`src/rtl/aclk_pkg.sv`:
```
package aclk_pkg;

  localparam int DIV_W = 8;
  localparam int RAT_W = DIV_W + 1;

  typedef enum logic [1:0] {
    DLEN_16  = 2'b00,
    DLEN_24  = 2'b01,
    DLEN_32  = 2'b10,
    DLEN_RSV = 2'b11
  } dlen_e;

  typedef struct packed {
    logic [DIV_W-1:0] div;
    logic             odd;
    logic             mck_en;
    logic             chan32;
    dlen_e            dlen;
  } aclk_cfg_t;

  // full period in source cycles
  function automatic logic [RAT_W-1:0] ratio_of(logic [DIV_W-1:0] d, logic o);
    return {d, 1'b0} + RAT_W'(o);
  endfunction

  // high phase takes the extra cycle of an odd ratio
  function automatic logic [RAT_W-1:0] high_len(logic [RAT_W-1:0] r);
    return r - (r >> 1);
  endfunction

  function automatic logic pairing_ok(logic chan32, dlen_e dl);
    case (dl)
      DLEN_16: return 1'b1;
      DLEN_24: return chan32;
      DLEN_32: return chan32;
      default: return 1'b0;
    endcase
  endfunction

endpackage

```
`src/rtl/aclk_cfg_regs.sv`:
```
module aclk_cfg_regs
  import aclk_pkg::*;
#(
  parameter logic [DIV_W-1:0] RESET_DIV = 8'd2
) (
  input  logic      clk,
  input  logic      rst_n,
  input  logic      if_en,
  input  logic      we,
  input  aclk_cfg_t wdata,
  output aclk_cfg_t cfg_q,
  output logic      wr_take
);

  assign wr_take = we & ~if_en;

  always_ff @(posedge clk or negedge rst_n) begin
    if (!rst_n) begin
      cfg_q.div    <= RESET_DIV;
      cfg_q.odd    <= 1'b0;
      cfg_q.mck_en <= 1'b0;
      cfg_q.chan32 <= 1'b0;
      cfg_q.dlen   <= DLEN_16;
    end else if (wr_take) begin
      cfg_q <= wdata;
    end
  end

endmodule

```
`src/rtl/aclk_cfg_check.sv`:
```
module aclk_cfg_check
  import aclk_pkg::*;
(
  input  aclk_cfg_t cfg,
  output logic      div_zero,
  output logic      len_bad,
  output logic      err
);

  assign div_zero = (cfg.div == '0);
  assign len_bad  = ~pairing_ok(cfg.chan32, cfg.dlen);
  assign err      = div_zero | len_bad;

endmodule

```
`src/rtl/aclk_divider.sv`:
```
module aclk_divider
  import aclk_pkg::*;
#(
  parameter int W = RAT_W
) (
  input  logic         clk,
  input  logic         rst_n,
  input  logic         run,
  input  logic [W-1:0] ratio,
  input  logic         mck_en,
  output logic         div_clk,
  output logic         tick,
  output logic         mclk_out,
  output logic         wrap
);

  logic [W-1:0] cnt_q;
  logic [W-1:0] cnt_nx;
  logic [W-1:0] hi_len;
  logic         out_nx;

  // parked at all ones while idle so the first running edge lands on 0
  assign wrap   = (cnt_q >= ratio - W'(1));
  assign cnt_nx = wrap ? '0 : cnt_q + W'(1);
  assign hi_len = high_len(ratio);
  assign out_nx = run & (cnt_nx < hi_len);

  always_ff @(posedge clk or negedge rst_n) begin
    if (!rst_n) begin
      cnt_q    <= '1;
      div_clk  <= 1'b0;
      tick     <= 1'b0;
      mclk_out <= 1'b0;
    end else begin
      cnt_q    <= run ? cnt_nx : '1;
      div_clk  <= out_nx;
      tick     <= run & wrap;
      mclk_out <= out_nx & mck_en;
    end
  end

endmodule

```
`src/rtl/audio_clk_prescaler.sv`:
```
module audio_clk_prescaler
  import aclk_pkg::*;
#(
  parameter logic [DIV_W-1:0] RESET_DIV = 8'd2
) (
  input  logic             clk_src,
  input  logic             rst_n,
  input  logic             if_en,
  input  logic             cfg_we,
  input  logic [DIV_W-1:0] cfg_div,
  input  logic             cfg_odd,
  input  logic             cfg_mck_en,
  input  logic             cfg_chan32,
  input  logic [1:0]       cfg_dlen,
  output logic             div_clk,
  output logic             tick,
  output logic             mclk_out,
  output logic             cfg_err
);

  aclk_cfg_t        wdata;
  aclk_cfg_t        cfg_q;
  logic             wr_take;
  logic             div_zero;
  logic             len_bad;
  logic             run;
  logic             wrap;
  logic [RAT_W-1:0] ratio;
  logic [DIV_W-1:0] div_q;
  logic             mck_en_q;

  assign wdata.div    = cfg_div;
  assign wdata.odd    = cfg_odd;
  assign wdata.mck_en = cfg_mck_en;
  assign wdata.chan32 = cfg_chan32;
  assign wdata.dlen   = dlen_e'(cfg_dlen);

  aclk_cfg_regs #(.RESET_DIV(RESET_DIV)) u_regs (
    .clk     (clk_src),
    .rst_n   (rst_n),
    .if_en   (if_en),
    .we      (cfg_we),
    .wdata   (wdata),
    .cfg_q   (cfg_q),
    .wr_take (wr_take)
  );

  aclk_cfg_check u_check (
    .cfg      (cfg_q),
    .div_zero (div_zero),
    .len_bad  (len_bad),
    .err      (cfg_err)
  );

  assign ratio    = ratio_of(cfg_q.div, cfg_q.odd);
  assign run      = if_en & ~cfg_err;
  assign div_q    = cfg_q.div;
  assign mck_en_q = cfg_q.mck_en;

  aclk_divider #(.W(RAT_W)) u_div (
    .clk      (clk_src),
    .rst_n    (rst_n),
    .run      (run),
    .ratio    (ratio),
    .mck_en   (cfg_q.mck_en),
    .div_clk  (div_clk),
    .tick     (tick),
    .mclk_out (mclk_out),
    .wrap     (wrap)
  );

endmodule

```
`config.mk`:
```
export PLATFORM = sky130hd
export DESIGN_NAME = audio_clk_prescaler
export DESIGN_NICKNAME = d
export VERILOG_FILES = /design/src/rtl/aclk_pkg.sv /design/src/rtl/aclk_cfg_regs.sv /design/src/rtl/aclk_cfg_check.sv /design/src/rtl/aclk_divider.sv /design/src/rtl/audio_clk_prescaler.sv
export SDC_FILE = /design/constraint.sdc
export NUM_CORES = 1
export LEC_CHECK = 0
export BUFFER_PORTS_ARGS = -buffer_cell sky130_fd_sc_hd__clkbuf_2
export CORE_ASPECT_RATIO = 0.9
export CORE_MARGIN = 3
export CORE_UTILIZATION = 50
export DETAILED_ROUTE_END_ITERATION = 8
export GPL_ROUTABILITY_DRIVEN = 0
export PLACE_DENSITY = 0.72
export SYNTH_ARGS = -nofsm -noshare
export SYNTH_HDL_FRONTEND = slang
export SYNTH_SLANG_ARGS = --single-unit
```
`constraint.sdc`:
```
create_clock -name clk_src -period 3.25 [get_ports clk_src]
set_input_delay 0 -clock clk_src [delete_from_list [all_inputs] [get_ports clk_src]]
set_output_delay 0 -clock clk_src [all_outputs]
set_load 0.01 [all_outputs]
```
==> summary.md <==
| Metric | Value |
|---|---|
| Post-Layout Cell Count | `317` |
| PnR worst setup slack | `-0.0465 ns` |
| H-tree depth | `1` |
| Worst Tran Pin Value | `0.638 ns` |
| Worst path buffer plus inverter count | `1` |
| Vias in the first global route | `1,620` |
| Mapped Area | `2060 um2` |
| EDFF count, synth | `0` |
| DRT iter0 DRCs | `100` |
| # Max-Cap Violations | `0` |
| Average wire per standard cell | `13.9 um` |
| Final setup fails | `2` |
| RSZ-0062 raised after global routing | `yes` |
| # diodes | `0` |
| CTS tree | `yes` |
| Most common cell in the synthesized netlist | `ha_1` |
| Pin count of the biggest net entering global routing | `26` |
| Dpl hpwl | `3.32 mm` |
| Tmin final | `3.30 ns` |
| DR vias/cell | `5.20` |
| First-pass GRT wire length | `7.31 mm` |
| CTS Buf Count | `3` |
| DRC Markers | `0` |
| Final setup TNS | `-0.0556 ns` |
| Slowest-stage cell, CP | `dfrtp_1` |
| Layout cell share with drive strength beyond 1 | `0.255` |
| Synth Instances | `222` |
| Worst EP arrival | `3.49 ns` |
| Antenna violations before repair | `0` |
| Synth top area share | `0.237` |
| Fin. Hold Viols | `0` |
| Input/output buffers | `20` |
| Asr flop ratio synth | `1.00` |
| Routed vias | `1,647` |
| Critical Path Start Type | `register` |
| Post-layout nets | `329` |
| Hold path startpoint | `if_en` |
| Die area | `4930 um2` |
| Placed cells | `297` |
| VDD IR max | `294 uV` |
| Cell Chain, Critical Path | `inv_1, ha_1, o21ai_2, nand2_1, nand3_2, xnor2_1, ha_1, and3_4, nand3_4, o31ai_4, nor2_1, ha_1, a21oi_2, o21ai_1, a21oi_1, nand2_1, a211oi_2` |
| Netlist cell types | `36` |
| Crit path max-delay family | `compound AO/OA/AOI/OAI gates` |
| Post-synthesis sequential area ratio | `0.309` |
| Final Slew Violations | `0` |
| Net Count, Synth | `279` |
| DR pass1 iterations | `4` |
| Avg Cell Area, Syn | `9.29 um2` |
| Crit path launch | `u_regs.cfg_q[5]` |
| Crit-path most repeated cell | `ha_1` |
| Ys flop type | `dfrtp_1` |
| Synth top cells by count | `ha_1 (39), nand2_1 (21), inv_1 (20)` |
| Gr usage total | `0.192` |
| Clk Latency, worst-skew pair | `0.28 ns` |
| Leakage | `1.19 nW` |
| Initial Utilization | `0.538` |
| Clock sinks | `25` |
| Required @ worst endpoint | `3.44 ns` |
| Overflow after GRT | `0` |
| Root Driver | `clkbuf_8` |
| Syn-to-layout area delta | `24.4%` |
| Final wirelength | `4.40 mm` |
| Die X | `73.7 um` |
| Reg clk slew, reported paths | `0.08 ns` |
| Seq cells post-synth | `25` |
| Post-synth top area cell | `ha_1` |
| Antenna Nets Post-Route | `0` |
| Core area | `3840 um2` |
| Status | `complete, but fails checks` |
| Final Skew | `0.00736 ns` |
| CP peak stage delay | `0.38 ns` |
| Pwr per Cell Area | `650 nW/um2` |
| Worst Hold Class | `in -> reg` |
| Syn. warnings | `0` |
| Top cells by area, synth | `ha_1 (24%), dfrtp_1 (18%), dfstp_2 (13%), xnor2_1 (6.4%), nand2_1 (3.8%)` |
| I/O pins | `21` |
| Reg2reg start | `u_regs.cfg_q[5]` |
| Failing checks | `setup timing` |
| Placement Rows | `21` |
| Die Y | `66.9 um` |
| Maximum clock path buffer count | `2` |
| Ratio of final minimum period to clock period | `1.01` |
| Max-slew headroom | `0.575` |
| Crit-path max FO | `5` |
| Crit end category | `register` |
| FMAX | `0.303 GHz` |
| WS Path Type | `reg -> reg` |
==> flip-flops by register name (all words and copies together), names as in the netlist <==
| register | flops |
|---|---|
| u_regs.cfg_q | 13 |
| u_div.cnt_q | 9 |
| u_div.div_clk | 1 |
| u_div.mclk_out | 1 |
| u_div.tick | 1 |
==> routing by layer <==
metal | wire length, um | GRT usage | vias up
met3 | 161 | 0.0362 | 5
met1 | 2160 | 0.273 | 755
met4 | 30 | 0.0475 | 0
li1 | - | - | 858
met2 | 2050 | 0.298 | 29
met5 | 0 | 0 | -
==> cells by family after synthesis <==
kind of cell | share of synthesized area
mux | 0.00546
flops | 0.309
buf+inv | 0.0491
fa+ha+maj | 0.246
xor+xnor | 0.0891
compound gates | 0.164
simple gates | 0.137
==> power breakdown <==
part | switching [W] | internal [W] | total [W]
logic | 0.000575 | 0.000463 | 0.00104
clock network | 0.000102 | 0.0000879 | 0.000190
registers | 0.0000515 | 0.000390 | 0.000442
==> layout make-up <==
type	count	area, um2
multi-input cells	173	1400
clock buffers	4	45.0
fillers	295	1270
repair buffers	49	353
inverters	20	77.6
flip-flops and latches	25	638
well taps	46	57.6
==> final timing paths <==
path	cells after the start	end	slack (ns)
worst max register to register	17	u_div.mclk_out	-0.05
min in group asynchronous	2	u_div.tick	0.27
worst min register to register	2	u_div.mclk_out	0.53
worst max-delay path	17	u_div.mclk_out	-0.05
worst min-delay path	5	u_regs.cfg_q[6]	0.20
max in group asynchronous	2	u_regs.cfg_q[5]	2.56
==> tightest hold or removal path, delay by kind of cell <==
kind            cells  cell delay, ns
simple gates        2            0.13
compound gates      1            0.06
buf+inv             2            0.29
==> cell usage in the layout, fill, tap and decap left out, types with 2 or more instances in the layout <==
| cell | instances |
|---|---|
| dfstp_2 | 10 |
| ha_1 | 37 |
| nor2_1 | 16 |
| buf_4 | 15 |
| o21ai_0 | 8 |
| nand3_2 | 2 |
| inv_1 | 18 |
| a21oi_1 | 10 |
| nand2_1 | 21 |
| nor3_1 | 2 |
| dfrtp_1 | 15 |
| nor2b_1 | 4 |
| nor2_2 | 2 |
| clkbuf_2 | 20 |
| xnor2_1 | 15 |
| a2111oi_2 | 2 |
| o41ai_1 | 2 |
| nand4_1 | 2 |
| o21ai_1 | 17 |
| dlygate4sd3_1 | 14 |
| and2_1 | 2 |
| a21o_1 | 2 |
| xor2_1 | 6 |
| nand3_1 | 3 |
| o21ai_2 | 2 |
| clkbuf_8 | 3 |
==> per-stage QoR <==
stage                     setup slack [ns]  instance area (um2)  utilization  power, W  hold slack, ns
after global routing                -0.311                 2570        0.669   0.00183           0.227
after floorplan                    0.00618                 2080            -   0.00115          -0.296
final                              -0.0465                 2570        0.669   0.00167           0.200
after detailed placement            -0.112                 2310        0.603   0.00140          0.0509
after CTS                          -0.0245                 2540        0.663   0.00165           0.197
after global placement             -0.0317                 2310        0.603   0.00138          0.0459
==> timing repair <==
| item | CTS | global route |
|---|---|---|
| gates resized for setup | 4 | 6 |
| endpoints found under the setup margin | 2 | 2 |
| endpoints found under the hold margin | 28 | 0 |
| setup buffers | 1 | 0 |
| hold buffers | 14 | 0 |
| pin swaps | 4 | 6 |
| cloned | 1 | 0 |
Power figures use the tool's default switching activity.
